## config.mk

```make
export PLATFORM = sky130hd
export DESIGN_NAME = bus_cycle_sorter
export DESIGN_NICKNAME = d
export VERILOG_FILES = /design/src/rtl/bus_cycle_sorter.sv
export SDC_FILE = /design/constraint.sdc
export NUM_CORES = 1
export LEC_CHECK = 0
export BUFFER_PORTS_ARGS = -buffer_cell sky130_fd_sc_hd__buf_2
export CORE_UTILIZATION = 50
export CTS_CLUSTER_SIZE = 25
export DETAILED_ROUTE_END_ITERATION = 10
export PLACE_DENSITY = 0.72
export SKIP_CTS_REPAIR_TIMING = 1
export SLEW_MARGIN = 10
export SYNTH_ARGS = -nofsm -noshare
export SYNTH_HDL_FRONTEND = slang
export SYNTH_SLANG_ARGS = --single-unit
```

## constraint.sdc

```tcl
create_clock -name clk -period 1.9 [get_ports clk]
set_input_delay 0.095 -clock clk [delete_from_list [all_inputs] [get_ports clk]]
set_output_delay 0.095 -clock clk [all_outputs]
set_load 0.02 [all_outputs]
```

## src/rtl/bus_cycle_sorter.sv

```systemverilog
module bus_cycle_sorter #(
  parameter int ADDR_W      = 16,
  parameter int DATA_W      = 8,
  parameter int SYNC_STAGES = 2
) (
  input  logic              clk,
  input  logic              rst,
  input  logic              first_n,
  input  logic              read_n,
  input  logic              write_n,
  input  logic              mem_n,
  input  logic              io_n,
  input  logic [ADDR_W-1:0] addr_in,
  input  logic [DATA_W-1:0] data_in,
  output logic [2:0]        cur_kind,
  output logic              cyc_start,
  output logic [ADDR_W-1:0] start_addr,
  output logic              cyc_end,
  output logic [2:0]        end_kind,
  output logic [2:0]        end_class,
  output logic [DATA_W-1:0] end_data,
  output logic              end_addr_ok,
  output logic              bad_switch
);
  localparam int STRB_W = 5;
  localparam int VEC_W  = STRB_W + ADDR_W + DATA_W;
  localparam logic [VEC_W-1:0] IDLE_VEC = {{STRB_W{1'b1}}, {(ADDR_W + DATA_W){1'b0}}};

  localparam logic [2:0] K_NONE  = 3'd0;
  localparam logic [2:0] K_MRD   = 3'd1;
  localparam logic [2:0] K_MWR   = 3'd2;
  localparam logic [2:0] K_IORD  = 3'd3;
  localparam logic [2:0] K_IOWR  = 3'd4;
  localparam logic [2:0] K_FETCH = 3'd5;
  localparam logic [2:0] K_IACK  = 3'd6;

  logic [VEC_W-1:0] pipe [SYNC_STAGES];

  always_ff @(posedge clk) begin
    if (rst) begin
      for (int i = 0; i < SYNC_STAGES; i++) pipe[i] <= IDLE_VEC;
    end else begin
      pipe[0] <= {first_n, read_n, write_n, mem_n, io_n, addr_in, data_in};
      for (int i = 1; i < SYNC_STAGES; i++) pipe[i] <= pipe[i-1];
    end
  end

  logic              s_first, s_read, s_write, s_mem, s_io;
  logic [ADDR_W-1:0] s_addr;
  logic [DATA_W-1:0] s_data;
  assign {s_first, s_read, s_write, s_mem, s_io, s_addr, s_data} = pipe[SYNC_STAGES-1];

  logic [2:0] mem_kind, io_kind, kind;
  assign mem_kind = !s_read  ? (!s_first ? K_FETCH : K_MRD) :
                    !s_write ? K_MWR : K_NONE;
  assign io_kind  = !s_first ? K_IACK :
                    !s_read  ? K_IORD :
                    !s_write ? K_IOWR : K_NONE;
  assign kind     = !s_mem ? mem_kind : (!s_io ? io_kind : K_NONE);

  logic was_idle, now_idle;
  assign was_idle = (cur_kind == K_NONE);
  assign now_idle = (kind == K_NONE);

  function automatic logic [2:0] report_class(input logic [2:0] k);
    case (k)
      K_FETCH: report_class = K_MRD;
      K_IACK:  report_class = K_IORD;
      default: report_class = k;
    endcase
  endfunction

  logic [DATA_W-1:0] data_hold;
  logic              addr_ok;

  always_ff @(posedge clk) begin
    if (rst) begin
      cur_kind    <= K_NONE;
      cyc_start   <= 1'b0;
      cyc_end     <= 1'b0;
      bad_switch  <= 1'b0;
      start_addr  <= '0;
      end_kind    <= K_NONE;
      end_class   <= K_NONE;
      end_data    <= '0;
      end_addr_ok <= 1'b0;
      addr_ok     <= 1'b0;
      data_hold   <= '0;
    end else begin
      cur_kind   <= kind;
      cyc_start  <= was_idle && !now_idle;
      cyc_end    <= !was_idle && now_idle;
      bad_switch <= !was_idle && !now_idle && (kind != cur_kind);
      if (!now_idle) data_hold <= s_data;
      if (was_idle && !now_idle) begin
        start_addr <= s_addr;
        addr_ok    <= 1'b1;
      end else if (!was_idle && !now_idle && (kind != cur_kind)) begin
        addr_ok <= 1'b0;
      end
      if (!was_idle && now_idle) begin
        end_kind    <= cur_kind;
        end_class   <= report_class(cur_kind);
        end_data    <= data_hold;
        end_addr_ok <= addr_ok;
      end
    end
  end

  assert_start_from_idle_R5: assert property (@(posedge clk) disable iff (rst)
    cyc_start |-> (cur_kind != K_NONE) && ($past(cur_kind) == K_NONE));

  assert_end_to_idle_R6: assert property (@(posedge clk) disable iff (rst)
    cyc_end |-> (cur_kind == K_NONE) && ($past(cur_kind) != K_NONE));

  assert_switch_between_active_R8: assert property (@(posedge clk) disable iff (rst)
    bad_switch |-> (cur_kind != K_NONE) && ($past(cur_kind) != K_NONE)
                   && (cur_kind != $past(cur_kind)));

  assert_single_event_R8: assert property (@(posedge clk) disable iff (rst)
    $onehot0({cyc_start, cyc_end, bad_switch}));

  assert_end_class_range_R7: assert property (@(posedge clk) disable iff (rst)
    cyc_end |-> (end_class >= K_MRD) && (end_class <= K_IOWR));

  assert_end_one_clock_R6: assert property (@(posedge clk) disable iff (rst)
    cyc_end |=> !cyc_end);

  assert_addr_held_R9: assert property (@(posedge clk) disable iff (rst)
    !cyc_start |-> $stable(start_addr));
endmodule

```

### Word-level counts from Yosys, hierarchy flattened

Memories as Yosys holds them, arrays and structs flattened.
Index checks and enable logic that the tools add are counted.
Widths: inputs -> output; s select.

| storage, ports and cells | value |
|---|---|
| register bits | 46 |
| bits in writable memories | 58 |
| input port bits | 31 |
| output and inout port bits | 37 |
| logic and storage cells | 42 |
| memories kept | 1 |

Memories:

| name | depth | width | rd ports | clocked after Yosys merged registers in | write ports | RTL line | text |
|---|---|---|---|---|---|---|---|
| pipe | 2 | 29 | 2 | 0 | 2 | 37 | `logic [VEC_W-1:0] pipe [SYNC_STAGES];` |

| operators by class | value |
|---|---|
| equality and inequality tests | 3 |
| mux-type cells | 16 |
| bitwise logic cells | 2 |
| reduce and logical (&&, ||, !) cells | 9 |

Operator list:

| cell | number |
|---|---|
| $mux 29 | 2 |
| $mux 3 | 7 |
| $eq 3x3->1 const B | 2 |
| $logic_not 3->1 | 2 |
| $pmux 3 s2 | 1 |
| $mux 1 | 5 |
| $logic_and 1x1->1 | 4 |
| $ne 3x3->1 | 1 |
| $logic_not 1->1 | 2 |
| $mux 2 | 1 |
| $or 1x1->1 | 2 |
| $reduce_bool 2->1 | 1 |

### Depth between registers and ports, before layout

Gate-level depths: netlist of the first run.

| logic depth | value |
|---|---|
| depth in word-level cells | 11 |
| depth in mapped cells | 7 |
| gate-level depth less buffers | 5 |

### Worst setup path after synthesis of the first run

No wires, ideal clock.

| timing path | value |
|---|---|
| kind | register to register |
| start | reg cur_kind[2] |
| end | reg end_kind[2] |
| setup time | 0.128 ns |
| data arrival time | 1.443 ns |
| path slack | 0.330 ns |
| stages on the path, launching flop included | 8 |
| path buffers | 3 |
| clock period less this slack | 1.570 ns |
| path through | dfxtp_1 > clkbuf_1 > nor3_1 > or2_1 > buf_2 > buf_4 > a22oi_1 > nor2_1 |

| between the ends | value |
|---|---|
| word-level cells in the longest chain between the ends | 3 |

RTL lines:

| what | RTL line | text |
|---|---|---|
| from (decl) | 15 | `output logic [2:0] cur_kind,` |
| from (signal assigned) | 90 | `cur_kind <= kind;` |
| $logic_not 3->1 | 62 | `assign was_idle = (cur_kind == K_NONE);` |
| $logic_not 1->1 | 101 | `if (!was_idle && now_idle) begin` |
| $logic_and 1x1->1 | 101 |  |
| to (signal assigned) | 102 | `end_kind <= cur_kind;` |
| to (decl) | 19 | `output logic [2:0] end_kind,` |

Several ways; a longest one is shown, not always the timed one.
A chain may end at the register's enable or synchronous reset.

==> metrics.csv, run 1 <==
stage,metric,value,unit
worst_setup_path,worstSetupPathType,flip-flop to flip-flop,
detailed_routing,wl,5.66,mm
floorplan,dieWidth,82.3,um
hold_path,hold_path_class,input port to flip-flop,
cells_and_area,fin_cells,504,
floorplan,core_area,0.00606,mm^2
floorplan,start_util,53.2,%
yosys,yosys_warnings,0,
floorplan,die_h,82.3,um
detailed_routing,avgViaCountPerCell,4.60,
timing,fmax,0.595,GHz
timing,slew_viol_final,0,
floorplan,io_pins,68,
timing,hold_viol_final,0,
yosys,synth_nets,361,
timing,relSlewSlack,67.0,%
yosys,synth_area_leaders,"dfxtp_1 65%, nor2b_1 9.9%, nand2_1 8.6%",
clock_network,cts_tree,yes,
run,drv_cap,0,
worst_setup_path,critPathArrivalTime,1960,ps
placement,hpwl,3.43,mm
yosys,yosysTopAreaCellShare,64.5,%
cells_and_area,fin_nets,455,
yosys,synth-seq-cells,104,
detailed_routing,wire_per_inst,11.2,um
yosys,synth_most_common_cell,dfxtp_1,
grt,grt_pass1_wl,8.38,mm
cells_and_area,area.growth.synth_to_final,28.5,%
clock_network,cts.sink_count,104,
worst_setup_path,startpoint_type,flip-flop,
timing,tns,0,ps
cells_and_area,n_fill_cell,474,
cells_and_area,regArea,0.00208,mm^2
power_and_ir_drop,p_leak,1.73,nW
clock_network,cts_buffer_depth,2,
detailed_routing,first_pass_iters,4,
yosys,async_flop_share,0,%
power_and_ir_drop,peakVddDrop,0.858,mV
grt,gr-total-overflow,0,
floorplan,rows,28,
placement,dp_cells,459,
detailed_routing,vias,2316,
placement,gp_congestion,0.725,
yosys,synth_top_flop_cell,dfxtp_1,
worst_setup_path,critical_path.endpoint_type,flip-flop,
timing,worst_pin_slew,493,ps
timing,final-setup-viol-count,0,
worst_setup_path,crit_fanout,14,
timing,rsz0062_at_grt,no,
placement,portBuffers,67,
detailed_routing,antenna_left,0,
clock_network,cts_buffers,9,
yosys,seq_area_frac_synth,64.5,%
yosys,synth_area,0.00323,mm^2
power_and_ir_drop,power_density,987,mW/mm^2
clock_network,cts_max_level,3,
yosys,synth_edf_count,0,
cells_and_area,antenna_cells,0,
timing,period_needed,1680,ps
clock_network,clkTransAtPathRegs,100,ps
cells_and_area,multi_input_comb_area,0.00105,mm^2
floorplan,die_area,0.00678,mm^2
cells_and_area,drive_gt1_share,23.3,%
grt,antenna_found_initial,0,
grt,grt_pass1_vias,1894,
detailed_routing,first_iter_violations,86,
grt,grt_max_degree,52,
worst_setup_path,cp_data_required_time,2180,ps
clock_network,clk_latency,360,ps
yosys,synth_top_area_cell,dfxtp_1,
detailed_routing,drc,0,
timing,clock_skew,11.9,ps
yosys,synth_cell_types,26,
yosys,synth_common_cells,"104 x dfxtp_1, 74 x nand2_1, 51 x nor2b_1",
grt,track_usage,16.8,%
timing,final.period_utilization,88.5,%
clock_network,cts-root-buf,clkbuf_8,
status,status,"finished, final reports clean",
yosys,synth_cells,330,
yosys,syn-mean-instance-area,9.77,um^2
## final cells by class
| type | instances | share of cell area (%) |
|---|---|---|
| Clock inverter | 7 | 2.84 |
| Timing Repair Buffer | 102 | 16.2 |
| Tap cell | 75 | 2.26 |
| Multi-Input combinational cell | 207 | 25.4 |
| Clock buffer | 9 | 2.99 |
| Sequential cell | 104 | 50.2 |
## sequential cells by signal (all words and copies together) (netlist names)
register     cells
cyc_end          1
data_hold        8
end_class        3
end_data         8
cyc_start        1
bad_switch       1
cur_kind         3
pipe            58
start_addr      16
end_kind         3
addr_ok          1
end_addr_ok      1
## critical path: stages (launching register included)
cell and delay [ps]:
dfxtp_1 440, nand2b_1 110, a32oi_1 350, or2_1 450, nand2_1 120, a21oi_1 140
## path summary, 6_finish.rpt
check,startpoint,to,slack (ps),cells past startpoint
min,rst,pipe[0][19],180,2
min reg2reg,pipe[0][28],pipe[0][57],400,1
max,pipe[0][54],end_data[4],220,5
max reg2reg,pipe[0][54],end_data[4],220,5
## logic make-up (layout without fill, tap and decap cells)
family | Yosys count | after routing | synth area share, %
flip-flops | 104 | 104 | 64.5
AND/OR/NAND/NOR | 154 | 154 | 23.3
AO/OA/AOI/OAI | 50 | 50 | 8.57
buffers and inverters | 19 | 118 | 2.79
XOR/XNOR | 3 | 3 | 0.815
## report_power, final
group	internal (mW)	total (mW)	switching [mW]	leakage, nW
clock	0.880	1.59	0.714	0.124
sequential	2.25	2.27	0.0241	0.851
combinational	0.122	0.225	0.103	0.759
total	3.25	4.09	0.841	1.73
## through the flow
stage | power, mW | util (%) | area (um^2) | hold WS [ps] | setup WS, ps
after detailed placement | 2.50 | 59.6 | 3610 | 280 | 236
final | 4.09 | 68.4 | 4140 | 185 | 219
after CTS | 4.08 | 63.6 | 3850 | -100 | 215
after global placement | 2.50 | 59.6 | 3610 | 279 | 347
after global routing | 4.25 | 68.4 | 4140 | 192 | 57.0
after floorplan | 2.44 | - | 3230 | 199 | 330
## routing by layer
metal / GRT usage, % / share of wire, %
met3: 4.95 / 5.0
met2: 26.0 / 47
met1: 21.1 / 47
met5: 0 / 0
met4: 8.95 / 0.74
## placed cells by master, fill, tap and decap left out
cell type | Yosys | final
a32o_1 | 1 | 1
a32oi_1 | 1 | 1
clkbuf_8 | 0 | 9
a2bb2oi_1 | 1 | 1
inv_6 | 0 | 2
or3_1 | 1 | 1
a21oi_1 | 40 | 40
dlygate4sd3_1 | 0 | 29
nor2_1 | 10 | 10
xnor2_1 | 1 | 1
o21ai_0 | 2 | 2
nand2_1 | 74 | 74
nor2b_1 | 51 | 51
or2_1 | 1 | 1
nand4_1 | 1 | 1
nand2b_1 | 3 | 3
a31oi_1 | 1 | 1
a2111oi_0 | 1 | 1
bufinv_16 | 0 | 3
nor3_1 | 2 | 2
clkinv_2 | 0 | 2
a31o_2 | 1 | 1
buf_4 | 2 | 7
and2_1 | 1 | 1
xor2_1 | 2 | 2
dfxtp_1 | 104 | 104
or2_2 | 10 | 10
a22oi_1 | 2 | 2
buf_2 | 3 | 66
(Power assumes the default switching activity.)
==> run 2: changes to the inputs <==
Settings changed: ABC_AREA from default to 1, ABC_CLOCK_PERIOD_IN_PS from default to 1900, PLACE_DENSITY 0.72 to 0.71.
==> run 2 against run 1 <==
Against the previous run:
- fmax increased by 8.7%
- die area increased by 7.2%
- setup slack improved by 130 ps
- synthesized cell count increased by 22%
- global-route usage decreased by 0.062 points
- total power decreased by 0.87%
- critical path type unchanged
- critical endpoint is now end_data[0]
- largest cell class unchanged
- highest routed layer unchanged
==> metrics.csv, run 2 <==
stage,metric,value,unit
status,status,"finished, final reports clean",
floorplan,rows,29,
clock_network,clk_latency,360,ps
detailed_routing,highest_layer,met4,
clock_network,cts_buffer_depth,2,
worst_setup_path,rrSetupSlack,350,ps
yosys,synth_common_cells,"104 x dfxtp_1, 92 x nor2_1, 60 x inv_1",
timing,clock_skew,8.94,ps
cells_and_area,antenna_cells,0,
timing,slew_viol_final,0,
power_and_ir_drop,seqPwrFrac,57.0,%
yosys,synth.mux.area_fraction,0,%
clock_network,cts_max_level,3,
yosys,synth_adder_area_share,0,%
detailed_routing,wl_met3,161,um
worst_setup_path,cp_data_required_time,2160,ps
detailed_routing,met1_length,2.82,mm
worst_setup_path,critical_path.endpoint_type,flip-flop,
detailed_routing,first_pass_iters,4,
grt,track_usage,16.8,%
power_and_ir_drop,pwr-share-comb,8.1,%
floorplan,io_pins,68,
yosys,synth_top_family_by_area,simple AND/OR/NAND/NOR gates,
detailed_routing,wire_per_inst,10.2,um
power_and_ir_drop,switchingPower,0.909,mW
worst_setup_path,crit_fanout,12,
detailed_routing,antenna_left,0,
cells_and_area,reg_top3,"pipe (58), start_addr (16)",
yosys,syn-mean-instance-area,8.64,um^2
grt,antenna_found_initial,0,
yosys,synth_compound_area_share,5.27,%
yosys,synth_nets,432,
power_and_ir_drop,swShare,22.4,%
cells_and_area,area.growth.synth_to_final,24.8,%
clock_network,cts_tree,yes,
grt,grt_max_degree,71,
detailed_routing,wl,5.90,mm
yosys,synth_cell_types,26,
cells_and_area,drive_gt1_share,24.8,%
power_and_ir_drop,power.total,4.06,mW
timing,final-setup-viol-count,0,
timing,fmax,0.647,GHz
floorplan,die_h,85.2,um
grt,gr-total-overflow,0,
yosys,synth_top_flop_cell,dfxtp_1,
detailed_routing,vias,2559,
timing,final.period_utilization,81.4,%
power_and_ir_drop,p_clk_share,35.0,%
power_and_ir_drop,p_leak,2.14,nW
yosys,synth_area_leaders,"dfxtp_1 60%, nor2_1 10%, inv_1 6.5%",
power_and_ir_drop,peakVddDrop,0.486,mV
timing,rsz0062_at_grt,no,
clock_network,clkTransAtPathRegs,90,ps
power_and_ir_drop,p_int,3.15,mW
yosys,synth_cells,401,
run,drv_cap,0,
hold_path,hold_path_class,input port to flip-flop,
floorplan,die_area,0.00727,mm^2
clock_network,cts.sink_count,104,
cells_and_area,final_common_cell,dfxtp_1,
grt,grt_pass1_vias,2163,
cells_and_area,largest_reg_flops,58,
yosys,synth-seq-cells,104,
timing,relSlewSlack,55.3,%
cells_and_area,largest-register,pipe,
power_and_ir_drop,power_density,938,mW/mm^2
detailed_routing,met2_length,2.80,mm
yosys,synth_edf_count,0,
yosys,yosysTopAreaCellShare,60.1,%
yosys,synth_xor_area_share,0.253,%
detailed_routing,drc,0,
yosys,seq_area_frac_synth,60.1,%
timing,hold_viol_final,0,
clock_network,cts_buffers,9,
yosys,synth-simple-area-share,24.6,%
detailed_routing,first_iter_violations,98,
worst_setup_path,startpoint_type,flip-flop,
floorplan,dieWidth,85.2,um
timing,period_needed,1550,ps
floorplan,start_util,53.0,%
yosys,yosys_warnings,0,
timing,worst_pin_slew,671,ps
cells_and_area,final_cell_mix,"104 x dfxtp_1, 92 x nor2_1, 67 x buf_2",
grt,grt_pass1_wl,9.39,mm
clock_network,cts-root-buf,clkbuf_8,
worst_setup_path,critPathArrivalTime,1810,ps
placement,gp_congestion,0.731,
placement,portBuffers,67,
yosys,synth_top_area_cell,dfxtp_1,
cells_and_area,fin_nets,526,
floorplan,core_area,0.00653,mm^2
yosys,async_flop_share,0,%
yosys,synth_area,0.00346,mm^2
timing,tns,0,ps
yosys,synth_most_common_cell,dfxtp_1,
worst_setup_path,worstSetupPathType,flip-flop to flip-flop,
detailed_routing,avgViaCountPerCell,4.44,
placement,hpwl,3.64,mm
run 2: cell types whose count changed in the layout (fill, tap and decap cells not counted), sizes merged, moves of 3 or more:
cell	delta
nand2b	-3
nand2	-28
nor2	+94
buf	-4
nor2b	-51
inv	+61
o21ai	+23
nand3	+19
a21oi	-30
run 2: power by group through the flow:
| stage | clock network, mW | logic, mW | registers [mW] |
|---|---|---|---|
| finish | 1.42 | 0.327 | 2.31 |
| global route | 1.55 | 0.369 | 2.32 |
| CTS | 1.46 | 0.282 | 2.31 |
| detailed placement | 0 | 0.281 | 2.36 |
| global placement | 0 | 0.277 | 2.36 |
| floorplan | 0 | 0.177 | 2.39 |
run 2: final cells by class:
type / instances / area [um^2]
multi-input cells: 217 / 1040
repair buffers: 98 / 641
inverters: 65 / 251
fillers: 540 / 2210
clock inverters: 6 / 85.1
well taps: 77 / 96.3
flip-flops and latches: 104 / 2080
clock buffers: 9 / 124
run 2: routing by layer:
metal  GRT usage, %  vias up
met3           3.50        9
li1               -     1381
met4           10.2        0
met2           25.8       48
met1           21.7     1121
met5              0        -
run 2: worst max-delay path, cell delays in order, from the launching register on:
cell	delay (ps)
dfxtp_1	360
nor2_2	150
nand2_1	90
nand2_2	90
nand2_4	90
nand2_8	120
clkinv_2	150
nand3_2	120
clkinv_2	130
nand2_1	90
nand2_1	50
run 2: kinds of logic (layout without fill, tap and decap cells):
logic type	count (synthesis)	after routing
xor gates and xnor gates	1	1
DFF	104	104
buffers and inverters	80	178
AOI/OAI and AO/OA	35	35
and+or+nand+nor	181	181
run 2: final timing paths:
check,startpoint,end,depth (start not counted)
min reg2reg,pipe[0][3],pipe[0][32],2
max,pipe[0][56],end_data[0],10
max reg2reg,pipe[0][56],end_data[0],10
min,rst,data_hold[6],4
run 2: through the flow:
step                      util [%]  hold WS (ps)  instances  setup WS, ps  cell area [um^2]
after floorplan                  -           199        401           468              3460
after global placement        58.5           279        532           408              3820
after detailed placement      58.5           281        532           338              3820
after CTS                     61.7         -97.4        547           329              4030
after global routing          66.2           391        576           151              4320
final                         66.2           352        576           354              4320
==> run 3: changes to the inputs <==
Settings changed: ABC_CLOCK_PERIOD_IN_PS 1900 to 1400, CORE_UTILIZATION 50 to 48, PLACE_DENSITY 0.71 to 0.72.
Clock period 1.9 ns to 1.4 ns, I/O delays scaled along.
==> run 3 against run 2 <==
Against the previous run:
- the flow now finishes with violations (setup timing)
- clock power up 18%
- die area increased by 4.1%
- worst hold slack worse by 160 ps
- via count grew 6.4%
- clock-buffer cell count is 1 higher
- non-clock buffer count up 23
- sequential share of layout area down 3.0 points
==> metrics.csv, run 3 (same netlist as run 2, synthesis figures left out) <==
stage,metric,value,unit
timing,final-setup-viol-count,1,
cells_and_area,reg_top3,"pipe (58), start_addr (16)",
cells_and_area,drive_gt1_share,32.7,%
floorplan,die_h,87.0,um
cells_and_area,fin_nets,550,
timing,clock_skew,10.2,ps
clock_network,cts.sink_count,104,
worst_setup_path,critical_path.endpoint_type,flip-flop,
worst_setup_path,critPathCapture,start_addr[4],
cells_and_area,post-route-util,67.5,%
timing,slew_viol_final,0,
detailed_routing,first_pass_iters,4,
power_and_ir_drop,swShare,24.7,%
grt,antenna_found_initial,0,
floorplan,core_area,0.00687,mm^2
worst_setup_path,reg2reg_depth,9,
timing,final.period_utilization,100,%
power_and_ir_drop,pwr-share-comb,9.9,%
floorplan,io_pins,68,
worst_setup_path,reg2reg_to,start_addr[4],
detailed_routing,drc,0,
power_and_ir_drop,p_clk_share,31.5,%
clock_network,cts_max_level,3,
placement,dp_cells,563,
clock_network,clkTransAtPathRegs,90,ps
timing,period_needed,1410,ps
clock_network,cts_buffers,9,
power_and_ir_drop,power.total,5.35,mW
cells_and_area,antenna_cells,0,
cells_and_area,multi_input_comb_area,0.00112,mm^2
cells_and_area,largest-register,pipe,
cells_and_area,finalInstanceArea,0.00463,mm^2
worst_setup_path,critPathArrivalTime,1670,ps
cells_and_area,final_common_cell,dfxtp_1,
worst_setup_path,crit_fanout,7,
floorplan,dieWidth,87.0,um
cells_and_area,area.growth.synth_to_final,33.8,%
timing,fmax,0.712,GHz
detailed_routing,first_iter_violations,99,
cells_and_area,largest_reg_flops,58,
power_and_ir_drop,seqPwrFrac,58.7,%
detailed_routing,wl,6.60,mm
grt,gr-total-overflow,0,
detailed_routing,wire_per_inst,10.7,um
cells_and_area,final_cell_mix,"98 x dfxtp_1, 87 x nor2_1, 67 x buf_2",
detailed_routing,avgViaCountPerCell,4.40,
placement,placed_area,0.00395,mm^2
power_and_ir_drop,power_density,1160,mW/mm^2
floorplan,rows,30,
worst_setup_path,rrSetupSlack,-5,ps
grt,grt_max_degree,71,
detailed_routing,antenna_left,0,
placement,gp_congestion,0.793,
power_and_ir_drop,p_int,4.03,mW
grt,grt_pass1_vias,2107,
worst_setup_path,cp_data_required_time,1660,ps
power_and_ir_drop,p_leak,2.26,nW
clock_network,cts_buffer_depth,2,
hold_path,hold_path_class,input port to flip-flop,
timing,rsz0062_at_grt,yes,
status,violations,setup timing,
power_and_ir_drop,peakVddDrop,0.695,mV
cells_and_area,fin_cells,619,
placement,hpwl,3.87,mm
cells_and_area,regArea,0.00209,mm^2
worst_setup_path,startpoint_type,flip-flop,
cells_and_area,n_fill_cell,551,
clock_network,cts-root-buf,clkbuf_8,
placement,portBuffers,67,
run,drv_cap,0,
worst_setup_path,worstSetupPathType,flip-flop to flip-flop,
worst_setup_path,r2r-start,pipe[0][54],
grt,grt_pass1_wl,9.35,mm
grt,track_usage,16.1,%
floorplan,start_util,50.4,%
detailed_routing,vias,2722,
clock_network,clk_latency,360,ps
timing,hold_viol_final,0,
floorplan,die_area,0.00756,mm^2
timing,worst_slack,-5.03,ps
timing,tns,-5.03,ps
clock_network,cts_tree,yes,
worst_setup_path,critPathLaunch,pipe[0][54],
timing,worst_pin_slew,488,ps
power_and_ir_drop,switchingPower,1.32,mW
status,status,"complete, but fails checks",
timing,relSlewSlack,67.4,%
==> run 3: power by group through the flow <==
stage	Clock (mW)	Combinational (mW)	Sequential (mW)
floorplan	0	0.241	3.24
global placement	0	0.398	3.20
detailed placement	0	0.405	3.21
CTS	1.72	0.409	3.14
global route	1.85	0.585	3.16
finish	1.68	0.528	3.14
==> run 3: final cells by class <==
| class | count | share of cell area [%] |
|---|---|---|
| Clock buffer | 10 | 2.97 |
| Tap cell | 96 | 2.59 |
| Inverter | 65 | 5.62 |
| Timing Repair inverter | 1 | 0.189 |
| Timing Repair Buffer | 121 | 18.4 |
| Clock inverter | 5 | 0.891 |
| Multi-Input combinational cell | 217 | 24.2 |
| Sequential cell | 104 | 45.2 |
==> run 3: through the flow <==
| stage | setup slack (ps) | hold WS (ps) |
|---|---|---|
| floorplan | 11.7 | 174 |
| CTS | -85.7 | -117 |
| global placement | 31.5 | 254 |
| finish | -5.03 | 189 |
| detailed placement | -33.8 | 257 |
| global route | -72.9 | 191 |
==> run 3: critical path: stages (launching register included) <==
cell,delay [ps]
dfxtp_4,370
nor2_4,120
nand2_2,70
nand2_2,90
nand2_4,100
nand2_8,110
nand2_8,100
buf_8,160
o21ai_1,120
nor2_1,50
==> run 3: how the worst min path moves through the flow <==
stage	startpoint	to	slack (ps)	cells past startpoint
after detailed placement	first_n	pipe[0][28]	260	2
after floorplan	io_n	pipe[0][24]	170	1
after CTS	first_n	pipe[0][28]	-120	2
after global routing	rst	pipe[0][45]	190	3
final	rst	pipe[0][9]	190	3
after global placement	write_n	pipe[0][26]	250	2
==> run 3: layer usage <==
layer	up-vias	part of all wire [%]	track usage, %	wire [um]
li1	1429	-	-	-
met1	1234	45	19.6	2960
met2	49	50	26.6	3310
met3	10	3.3	3.98	218
met4	0	1.6	7.73	108
met5	-	0	0	0
